File: src/rtl/fa_pkg.sv
package fa_pkg;

    localparam int LANES    = 8;
    localparam int LPQ      = 4;
    localparam int NPAIR    = LANES / 2;
    localparam int NQUAD    = LANES / LPQ;
    localparam int NGRP     = NPAIR + NQUAD + 1;
    localparam int GRP_ALL  = NGRP - 1;
    localparam int GW       = $clog2(NGRP);

    typedef enum logic [1:0] {
        AM_SOLO = 2'b00,
        AM_PAIR = 2'b01,
        AM_QUAD = 2'b10,
        AM_ALL  = 2'b11
    } amode_e;

    typedef struct packed {
        logic seen;
        logic ovf;
    } lane_stat_t;

    typedef struct packed {
        logic restart;
        logic go;
    } lane_ctl_t;

    // Group index: pairs first, then quads, then the eight-lane group.
    function automatic logic [GW-1:0] group_of(input logic [2:0] lane, input logic [1:0] m);
        case (amode_e'(m))
            AM_PAIR: return GW'(lane >> 1);
            AM_QUAD: return GW'(NPAIR) + GW'(lane >> 2);
            default: return GW'(GRP_ALL);
        endcase
    endfunction

endpackage

File: src/rtl/fa_edge.sv
module fa_edge #(
    parameter int W = 7
) (
    input  logic         clk,
    input  logic         rst,
    input  logic [W-1:0] lvl,
    output logic [W-1:0] rise
);
    logic [W-1:0] prev_q;

    always_ff @(posedge clk) begin
        if (rst) prev_q <= '0;
        else     prev_q <= lvl;
    end

    assign rise = lvl & ~prev_q;

    generate
        for (genvar i = 0; i < W; i++) begin : g_chk
            assert_single_pulse_R7: assert property (@(posedge clk) disable iff (rst)
                rise[i] |=> !rise[i]);
        end
    endgenerate

endmodule

File: src/rtl/fa_lane.sv
module fa_lane
    import fa_pkg::*;
#(
    parameter int DW    = 16,
    parameter int DEPTH = 8
) (
    input  logic          clk,
    input  logic          rst,
    input  logic          bypass,
    input  lane_ctl_t     ctl,
    input  logic [DW-1:0] in_data,
    input  logic          in_fp,
    output logic [DW-1:0] out_data,
    output logic          out_valid,
    output lane_stat_t    stat
);
    localparam int AW = $clog2(DEPTH);
    localparam int CW = $clog2(DEPTH + 1);

    logic [DW-1:0] mem [DEPTH];
    logic [AW-1:0] wp_q, rp_q;
    logic [CW-1:0] cnt_q;
    logic          seen_q;
    logic          wr_try, wr, rd, full;

    function automatic logic [AW-1:0] ptr_inc(input logic [AW-1:0] p);
        return (p == AW'(DEPTH - 1)) ? '0 : p + 1'b1;
    endfunction

    always_comb begin
        full   = (cnt_q == CW'(DEPTH));
        wr_try = !bypass && (seen_q || in_fp);
        rd     = !bypass && ctl.go && (cnt_q != '0);
        wr     = wr_try && (!full || rd);
    end

    assign stat.seen = seen_q;
    assign stat.ovf  = wr_try && full && !rd;

    always_ff @(posedge clk) begin
        if (wr) mem[wp_q] <= in_data;
    end

    always_ff @(posedge clk) begin
        if (rst || ctl.restart || bypass) begin
            wp_q   <= '0;
            rp_q   <= '0;
            cnt_q  <= '0;
            seen_q <= 1'b0;
        end else begin
            if (wr) wp_q <= ptr_inc(wp_q);
            if (rd) rp_q <= ptr_inc(rp_q);
            cnt_q <= cnt_q + CW'(wr) - CW'(rd);
            if (in_fp) seen_q <= 1'b1;
        end
    end

    always_ff @(posedge clk) begin
        if (rst) begin
            out_data  <= '0;
            out_valid <= 1'b0;
        end else if (bypass) begin
            out_data  <= in_data;
            out_valid <= 1'b1;
        end else begin
            out_valid <= rd;
            if (rd) out_data <= mem[rp_q];
        end
    end

    assert_fifo_bound_R4: assert property (@(posedge clk) disable iff (rst)
        cnt_q <= CW'(DEPTH));

    assert_bypass_follow_R9: assert property (@(posedge clk) disable iff (rst)
        (bypass && $past(bypass) && !$past(rst)) |-> (out_valid && out_data == $past(in_data)));

    assert_valid_needs_go_R10: assert property (@(posedge clk) disable iff (rst)
        (out_valid && !bypass && !$past(bypass) && !$past(rst)) |-> $past(ctl.go));

    assert_seen_clear_R7: assert property (@(posedge clk) disable iff (rst)
        $fell(seen_q) |-> $past(ctl.restart || bypass));

endmodule

File: src/rtl/fa_groups.sv
module fa_groups
    import fa_pkg::*;
(
    input  logic                        clk,
    input  logic                        rst,
    input  logic [LANES-1:0][1:0]       mode,
    input  logic [LANES-1:0]            sync_en,
    input  lane_stat_t [LANES-1:0]      stat,
    input  logic [NGRP-1:0]             rise,
    output logic [NGRP-1:0]             aligned,
    output logic [NGRP-1:0]             err,
    output lane_ctl_t [LANES-1:0]       ctl
);
    logic [NGRP-1:0][LANES-1:0] member;
    logic [NGRP-1:0]            ready, anyen, hit, go;
    logic [NGRP-1:0]            aligned_q, err_q;

    always_comb begin
        for (int g = 0; g < NGRP; g++) begin
            for (int l = 0; l < LANES; l++) begin
                member[g][l] = (mode[l] != AM_SOLO) &&
                               (group_of(3'(l), mode[l]) == GW'(g));
            end
        end
    end

    always_comb begin
        for (int g = 0; g < NGRP; g++) begin
            ready[g] = 1'b1;
            anyen[g] = 1'b0;
            hit[g]   = 1'b0;
            for (int l = 0; l < LANES; l++) begin
                if (member[g][l] && sync_en[l]) begin
                    anyen[g] = 1'b1;
                    if (!stat[l].seen) ready[g] = 1'b0;
                    if (stat[l].ovf)   hit[g]   = 1'b1;
                end
            end
            go[g] = ready[g] && anyen[g];
        end
    end

    always_ff @(posedge clk) begin
        if (rst) begin
            aligned_q <= '0;
            err_q     <= '0;
        end else begin
            for (int g = 0; g < NGRP; g++) begin
                if (rise[g]) begin
                    aligned_q[g] <= 1'b0;
                    err_q[g]     <= 1'b0;
                end else begin
                    aligned_q[g] <= aligned_q[g] | go[g];
                    err_q[g]     <= err_q[g] | hit[g];
                end
            end
        end
    end

    generate
        for (genvar l = 0; l < LANES; l++) begin : g_ctl
            logic [GW-1:0] grp;
            logic          act;
            assign grp            = group_of(3'(l), mode[l]);
            assign act            = (mode[l] != AM_SOLO);
            assign ctl[l].restart = act && rise[grp];
            assign ctl[l].go      = act && aligned_q[grp];
        end

        for (genvar g = 0; g < NGRP; g++) begin : g_chk
            assert_resync_clears_R7: assert property (@(posedge clk) disable iff (rst)
                rise[g] |=> (!aligned_q[g] && !err_q[g]));
            assert_err_sticky_R6: assert property (@(posedge clk) disable iff (rst)
                (err_q[g] && !rise[g]) |=> err_q[g]);
            assert_align_needs_ready_R3: assert property (@(posedge clk) disable iff (rst)
                $rose(aligned_q[g]) |-> $past(ready[g] && anyen[g]));
            assert_aligned_hold_R8: assert property (@(posedge clk) disable iff (rst)
                (aligned_q[g] && !rise[g]) |=> aligned_q[g]);
        end
    endgenerate

    assign aligned = aligned_q;
    assign err     = err_q;

endmodule

File: src/rtl/mc_frame_align.sv
module mc_frame_align
    import fa_pkg::*;
#(
    parameter int DW    = 16,
    parameter int DEPTH = 8
) (
    input  logic                  clk,
    input  logic                  rst,
    input  logic [LANES*DW-1:0]   in_data,
    input  logic [LANES-1:0]      in_fp,
    input  logic [2*LANES-1:0]    lane_mode,
    input  logic [LANES-1:0]      sync_en,
    input  logic [NPAIR-1:0]      resync_pair,
    input  logic [NQUAD-1:0]      resync_quad,
    input  logic                  resync_all,
    output logic [LANES*DW-1:0]   out_data,
    output logic [LANES-1:0]      out_valid,
    output logic [NPAIR-1:0]      pair_aligned,
    output logic [NQUAD-1:0]      quad_aligned,
    output logic                  all_aligned,
    output logic [NPAIR-1:0]      pair_err,
    output logic [NQUAD-1:0]      quad_err,
    output logic                  all_err
);
    logic [LANES-1:0][1:0]  mode;
    logic [NGRP-1:0]        rs_lvl, rs_rise;
    logic [NGRP-1:0]        aligned, err;
    lane_stat_t [LANES-1:0] stat;
    lane_ctl_t  [LANES-1:0] ctl;

    assign rs_lvl = {resync_all, resync_quad, resync_pair};

    fa_edge #(.W(NGRP)) u_edge (
        .clk  (clk),
        .rst  (rst),
        .lvl  (rs_lvl),
        .rise (rs_rise)
    );

    fa_groups u_groups (
        .clk     (clk),
        .rst     (rst),
        .mode    (mode),
        .sync_en (sync_en),
        .stat    (stat),
        .rise    (rs_rise),
        .aligned (aligned),
        .err     (err),
        .ctl     (ctl)
    );

    generate
        for (genvar l = 0; l < LANES; l++) begin : g_lane
            assign mode[l] = lane_mode[2*l +: 2];

            fa_lane #(.DW(DW), .DEPTH(DEPTH)) u_lane (
                .clk       (clk),
                .rst       (rst),
                .bypass    (mode[l] == AM_SOLO),
                .ctl       (ctl[l]),
                .in_data   (in_data[l*DW +: DW]),
                .in_fp     (in_fp[l]),
                .out_data  (out_data[l*DW +: DW]),
                .out_valid (out_valid[l]),
                .stat      (stat[l])
            );
        end

        for (genvar l = 1; l < LANES; l++) begin : g_lock
            assert_lockstep_R3: assert property (@(posedge clk) disable iff (rst)
                (mode[l] != AM_SOLO && mode[l] == mode[l-1] &&
                 group_of(3'(l), mode[l]) == group_of(3'(l-1), mode[l-1]) &&
                 sync_en[l] && sync_en[l-1]) |-> (out_valid[l] == out_valid[l-1]));
        end
    endgenerate

    assign pair_aligned = aligned[NPAIR-1:0];
    assign quad_aligned = aligned[NPAIR +: NQUAD];
    assign all_aligned  = aligned[GRP_ALL];
    assign pair_err     = err[NPAIR-1:0];
    assign quad_err     = err[NPAIR +: NQUAD];
    assign all_err      = err[GRP_ALL];

endmodule

File: config.mk
export PLATFORM = sky130hd
export DESIGN_NAME = mc_frame_align
export DESIGN_NICKNAME = d
export VERILOG_FILES = /design/src/rtl/fa_pkg.sv /design/src/rtl/fa_edge.sv /design/src/rtl/fa_lane.sv /design/src/rtl/fa_groups.sv /design/src/rtl/mc_frame_align.sv
export SDC_FILE = /design/constraint.sdc
export NUM_CORES = 1
export LEC_CHECK = 0
export BUFFER_PORTS_ARGS = -buffer_cell sky130_fd_sc_hd__buf_2
export CAP_MARGIN = 20
export CORE_AREA = 10 10 332 334
export DETAILED_ROUTE_END_ITERATION = 16
export DIE_AREA = 0 0 342 344
export PLACE_DENSITY = 0.82
export SLEW_MARGIN = 20
export SYNTH_ARGS = -nofsm -noshare
export SYNTH_HDL_FRONTEND = slang
export SYNTH_SLANG_ARGS = --single-unit
File: constraint.sdc
create_clock -name clk -period 4.2 [get_ports clk]
set_input_delay 0.21 -clock clk [delete_from_list [all_inputs] [get_ports clk]]
set_output_delay 0.21 -clock clk [all_outputs]
set_load 0.05 [all_outputs]
# == Word level (Yosys, flattened, before mapping) ==
# Memory sizes are Yosys's and may differ from the RTL's. A register that Yosys moved wholly into a read port is not among the register bits.
# Cells that the tools add are included.
# op_classes
mux,380
shift,0
n_bitwise,16
n_eq_ne,88
n_reduce_logical,286
order_cmp,8
n_mul,0
addsub,32
n_div,0
# ops
operator,n
1-bit 2-to-1 mux,308
16-bit 2-to-1 mux,16
1-bit logical AND,183
"3-bit equality test, second input constant",40
3-bit 2-to-1 mux,32
"3-bit by 1-bit adder with 3-bit output, second input constant",16
1-bit binary-select mux with 3-bit select,16
"3-bit by 2-bit equality test with 1-bit output, second input constant",16
3-bit case mux with 2 select lines,8
4-bit by 1-bit adder with 4-bit output,8
"4-bit equality test, second input constant",8
1-bit logical OR,32
"3-bit by 4-bit < comparator with 1-bit output, second input constant",8
2-bit nonzero test,16
4-bit nonzero test,8
4-bit by 1-bit subtractor with 4-bit output,8
"3-bit by 1-bit equality test with 1-bit output, second input constant",8
1-bit logical NOT,24
3-bit logical NOT,8
"2-bit by 1-bit equality test with 1-bit output, second input constant",8
"2-bit equality test, second input constant",8
2-bit logical NOT,8
1-bit bitwise OR,14
2-bit OR reduction,7
2 further kinds,2
# totals
ramBits,1024
output_inout_bits,150
wordCells,881
mem_count,8
latchBits,0
ff_bits,245
romBits,0
# memory_table
name,words,word_bits,read_ports,rd_clocked_by_memory_dff,wr,line,source
g_lane[0].u_lane.mem,8,16,1,1,1,fa_lane.sv:20,logic [DW-1:0] mem [DEPTH];
g_lane[1].u_lane.mem,8,16,1,1,1,fa_lane.sv:20,
g_lane[2].u_lane.mem,8,16,1,1,1,fa_lane.sv:20,
g_lane[3].u_lane.mem,8,16,1,1,1,fa_lane.sv:20,
g_lane[4].u_lane.mem,8,16,1,1,1,fa_lane.sv:20,
g_lane[5].u_lane.mem,8,16,1,1,1,fa_lane.sv:20,
2 more memories,--,--,--,--,--,--,

# == Depth between registers and ports, before layout ==
# logic_depth
depth_word,26
mapped_depth,15

# == Modules after synthesis ==
# Synthesis repeated with hierarchy kept, for this count alone.
# unflattened
cells_unflattened,3548
area_unflattened_um2,52859.4
# by_module_without_submodules
mod,seq_area_each_um2,area_each_um2,n_inst,cells_each
fa_lane at g_lane[1].u_lane ...,4464.3,6267.3,4,396
fa_lane at g_lane[0].u_lane,4464.3,6358.6,1,424
fa_lane at g_lane[5].u_lane,4464.3,6242.2,1,407
fa_lane at g_lane[6].u_lane,4464.3,6236.0,1,399
fa_lane at g_lane[7].u_lane,4464.3,6231.0,1,398
fa_groups,280.3,2464.9,1,307
fa_edge,140.1,227.7,1,21
mc_frame_align,0.0,30.0,1,8

# == Worst setup path before layout ==
# No wires, ideal clock.
# synth_path
path_kind,register to register
from,"reg u_groups.aligned_q[6], in the netlist u_groups.aligned[6]"
to,"mem g_lane[3].u_lane.mem[0][0], enable pin"
t_arrival_ns,3.582
path_slack_ns,0.182
t_required_ns,3.764
setup_ns,0.436
path_stages_with_launch,6
cell_sequence,dfxtp_1 -> buf_2 -> mux4_2 -> o311ai_1 -> a311oi_4 -> nor4b_1
# synth_between
elab_chain_len,9
# synth_lines
item,line,source
"start, declared",fa_groups.sv:16,"logic [NGRP-1:0] aligned_q, err_q;"
"start signal, assigned by index",fa_groups.sv:53,aligned_q[g] <= aligned_q[g] | go[g];
1-bit binary-select mux with 3-bit select,fa_groups.sv:67,assign ctl[l].go = act && aligned_q[grp];
1-bit 2-to-1 mux (not written as such),fa_groups.sv:67,
1-bit logical AND,fa_groups.sv:67,
1-bit logical AND (2 in series),fa_lane.sv:33,rd = !bypass && ctl.go && (cnt_q != '0);
1-bit logical OR,fa_lane.sv:34,wr = wr_try && (!full || rd);
1-bit logical AND,fa_lane.sv:34,
net g_lane[3].u_lane.wr,fa_lane.sv:24,"logic wr_try, wr, rd, full;"
1-bit 2-to-1 mux,fa_lane.sv:41,if (wr) mem[wp_q] <= in_data;
1-bit 2-to-1 mux (not written as such),fa_lane.sv:41,
"end, declared",fa_lane.sv:20,
# The timed path passes the listed nets, and every way through them passes these cells. The select of a mux whose other input is x is not followed.

# == Final worst setup path ==
# layout_path
from,"reg u_groups.aligned_q[4], in the netlist u_groups.aligned[4]"
to,reg g_lane[7].u_lane.cnt_q[2]
# layout_between
elab_chain_len,9
# layout_lines
item,line,source
1-bit binary-select mux with 3-bit select (*),fa_groups.sv:67,
1-bit 2-to-1 mux (not written as such) (*),fa_groups.sv:67,
1-bit logical AND (*),fa_groups.sv:67,
1-bit logical AND (*) (2 in series),fa_lane.sv:33,
1-bit logical OR,fa_lane.sv:34,
1-bit logical AND,fa_lane.sv:34,
4-bit by 1-bit adder with 4-bit output,fa_lane.sv:53,cnt_q <= cnt_q + CW'(wr) - CW'(rd);
4-bit by 1-bit subtractor with 4-bit output (*),fa_lane.sv:53,
"end signal, assigned",fa_lane.sv:53,
"end, declared",fa_lane.sv:22,logic [CW-1:0] cnt_q;
# Mark *: on every way between the ends. The rest lies on a longest branch, timed or not. The select of a mux whose other input is x is not followed.
# A chain may end at the register's enable or synchronous reset.

==> results.json <==
{
  "crit_type": "flop to flop",
  "core_area_mm2": 0.103,
  "worst-path-buf-inv": 3,
  "ys_ff_latch": 1293,
  "nets": 3957,
  "areaGrowthSynthToFinish_pct": 18.9,
  "fin_skew_ns": 0.0272,
  "synth-edff-count": 1024,
  "drt_wl_total_mm": 126,
  "h-tree-depth": 4,
  "clockBufferDepth": 3,
  "ys_seq_area_frac": 0.689,
  "drive_gt1_frac": 0.286,
  "initial_core_util": 0.508,
  "cp-start-kind": "flop",
  "dr.pass1.iters": 6,
  "finalCriticalPeriod_ns": 3.20,
  "via_count": 30147,
  "cp.required_ns": 4.80,
  "grt_use_total": 0.212,
  "grt_pass1_vias": 31211,
  "postRouteAntennaNets": 0,
  "route.detailed.drc": 0,
  "die_x_um": 342,
  "gr-total-overflow": 0,
  "async_reset_ff_frac": 0,
  "yosysTopAreaCellShare": 0.586,
  "place_hpwl_mm": 78.8,
  "slowest_delay_ns": 0.66,
  "synth_area_mm2": 0.0524,
  "relSlewSlack": 0.247,
  "io_buffers": 318,
  "grt_pass1_wl_mm": 191,
  "fin_setup_tns_ns": 0,
  "syn_area_per_cell_um2": 16.7,
  "fin_crit_sh": 0.763,
  "cap_viol_max_count": 0,
  "clk_pin_slew_ns": 0.06,
  "clockRootBuffer": "clkbuf_16",
  "setup_viol": 0,
  "hold_violations": 0,
  "post_cts_buffers": 0,
  "crit_slowest_cell": "dfxtp_1",
  "crit_path_cell_trace": "mux2i_1, o21ai_1, nand3_2, inv_4, ha_1, inv_1, ha_1, inv_1, fa_1, xor2_1, nor2_1",
  "yosysMostFrequentCell": "edfxtp_1",
  "die_h_um": 344,
  "synth_area_leaders": "edfxtp_1 59%, mux4_2 11%, dfxtp_1 10%",
  "yosysWarnings": 0,
  "gp_congestion": 0.884,
  "max_slew.worst_pin.slew_ns": 1.13,
  "hp-class": "primary input to flop",
  "p_leak_nw": 21.1,
  "synth_commonest_cells": "1024 x edfxtp_1, 269 x dfxtp_1, 265 x mux4_2",
  "cp_top_family": "adder cells",
  "cts.sinks": 1293,
  "ys.flop_type": "edfxtp_1",
  "path_max_fanout": 19,
  "via_per_inst": 5.83,
  "fmax_ghz": 0.312,
  "placementRows": 118,
  "synth.net_count": 3422,
  "final_max_slew_viol_count": 0,
  "status": "completed",
  "final_util": 0.604,
  "cp.arrival_ns": 3.81,
  "syn_inst": 3131,
  "synth_top_cell_by_area": "edfxtp_1",
  "power_density_mw_per_mm2": 462,
  "irDropWorstVdd_uv": 376,
  "cts_tree": "built",
  "wl_per_cell_um": 24.4,
  "drt_iter0_drc": 2793,
  "boundaryPins": 319,
  "synth.distinct_cells": 83,
  "antenna_found_initial": 35,
  "grt_max_degree": 59,
  "dieArea_mm2": 0.118,
  "cts_inserted_buffers": 134,
  "clk_latency_ns": 0.75,
  "cp-end-kind": "flop",
  "rsz0062_at_grt": "false"
}
## path summary, 6_finish.rpt
path,start,endpoint,slack (ns),depth (start not counted)
worst min-delay path,lane_mode[11],g_lane[5].u_lane.out_valid$_SDFF_PP0_,0.05,4
worst max register to register,u_groups.aligned[4]$_SDFF_PP0_,g_lane[7].u_lane.cnt_q[2]$_SDFF_PP0_,1.0,11
worst min register to register,g_lane[2].u_lane.rp_q[1]$_SDFFE_PP0N_,flop,0.48,2
worst max-delay path,u_groups.aligned[4]$_SDFF_PP0_,g_lane[7].u_lane.cnt_q[2]$_SDFF_PP0_,1.0,11
## metrics by stage
step / hold WS, ns / power [W] / std cells / worst slack, ns / instance area (µm²)
after global routing: 0.0681 / 0.0297 / 5166 / 0.848 / 62300
after global placement: 0.434 / 0.0166 / 4758 / 0.922 / 56200
after floorplan: 0.309 / 0.0159 / 3131 / 0.182 / 52400
after detailed placement: 0.445 / 0.0167 / 4758 / 0.880 / 56200
final: 0.0505 / 0.0288 / 5173 / 0.997 / 62400
after CTS: 0.00774 / 0.0290 / 5157 / 1.04 / 62300
## timing repair
action | in CTS | in global routing
hold endpoints to repair | 1188 | 0
hold buffers | 152 | 0
gates resized for setup | 0 | 0
## registers in the layout, indices dropped and copies added, names as in the netlist, named ones only
name                     cells
u_groups.err                 7
g_lane.u_lane.seen_q         8
u_groups.aligned             7
u_edge.prev_q                7
g_lane.u_lane.mem         1024
g_lane.u_lane.wp_q          24
g_lane.u_lane.rp_q          24
g_lane.u_lane.out_valid      8
g_lane.u_lane.cnt_q         32
g_lane.u_lane.out_data     128
## cell usage in the layout, fill, tap and decap left out, types with 19 or more instances in the layout
cell / synthesis / final
clkbuf_16: 0 / 136
dlygate4sd3_1: 0 / 152
nor2b_1: 33 / 33
buf_2: 52 / 317
inv_1: 95 / 95
clkbuf_8: 0 / 19
ha_1: 114 / 114
o21ai_1: 52 / 52
buf_4: 10 / 105
mux2_2: 68 / 68
a211oi_1: 19 / 19
dfxtp_1: 269 / 255
clkinv_2: 1 / 25
o22ai_1: 76 / 76
edfxtp_1: 1024 / 1024
nor2_1: 187 / 187
nand2_1: 181 / 181
a21oi_1: 94 / 92
mux2i_1: 150 / 150
nor3b_2: 2 / 19
mux4_2: 265 / 265
nor3_1: 44 / 27
clkbuf_1: 85 / 22
## area by class of cell
cell class	instances	area, µm²
fillers	7178	40800
clock inverters	70	878
repair buffers	575	3910
diodes	16	40.0
inverters	103	390
well taps	1380	1730
clock buffers	177	3750
flip-flops and latches	1293	36200
multi-input cells	1559	15500
## worst reg2reg max path, cell delays in order, from the launching register on
cell and delay [ns]:
dfxtp_1 0.66, mux2i_1 0.15, o21ai_1 0.41, nand3_2 0.30
inv_4 0.35, ha_1 0.30, inv_1 0.06, ha_1 0.15
inv_1 0.06, fa_1 0.41, xor2_1 0.17, nor2_1 0.05
## routing by layer
| layer | wire length (µm) | vias up | GRT usage | part of all wire |
|---|---|---|---|---|
| li1 | - | 13326 | - | - |
| met1 | 49400 | 15217 | 0.273 | 0.39 |
| met2 | 60700 | 1280 | 0.336 | 0.48 |
| met3 | 12200 | 282 | 0.0695 | 0.097 |
| met4 | 3430 | 42 | 0.0761 | 0.027 |
| met5 | 260 | - | 0 | 0.0021 |
## power breakdown
part | switching, W | total, W | internal (W) | leakage, nW
Sequential | 0.000189 | 0.0143 | 0.0141 | 11.5
Clock | 0.00505 | 0.0123 | 0.00723 | 2.26
Combinational | 0.00139 | 0.00219 | 0.000804 | 7.39
Total | 0.00662 | 0.0288 | 0.0222 | 21.1
## cell families (layout without fill, tap and decap cells)
kind of cell	after synthesis	in the layout	share of synthesized area
AO/OA/AOI/OAI	343	343	0.0427
XOR/XNOR	16	16	0.00267
adder cells (fa/ha/maj)	122	122	0.0303
buffers and inverters	279	925	0.0221
flip-flops	1293	1293	0.689
multiplexers	486	486	0.158
other	0	16	0
AND/OR/NAND/NOR	592	592	0.0554
Note: power is estimated with default switching activity, not from simulation.
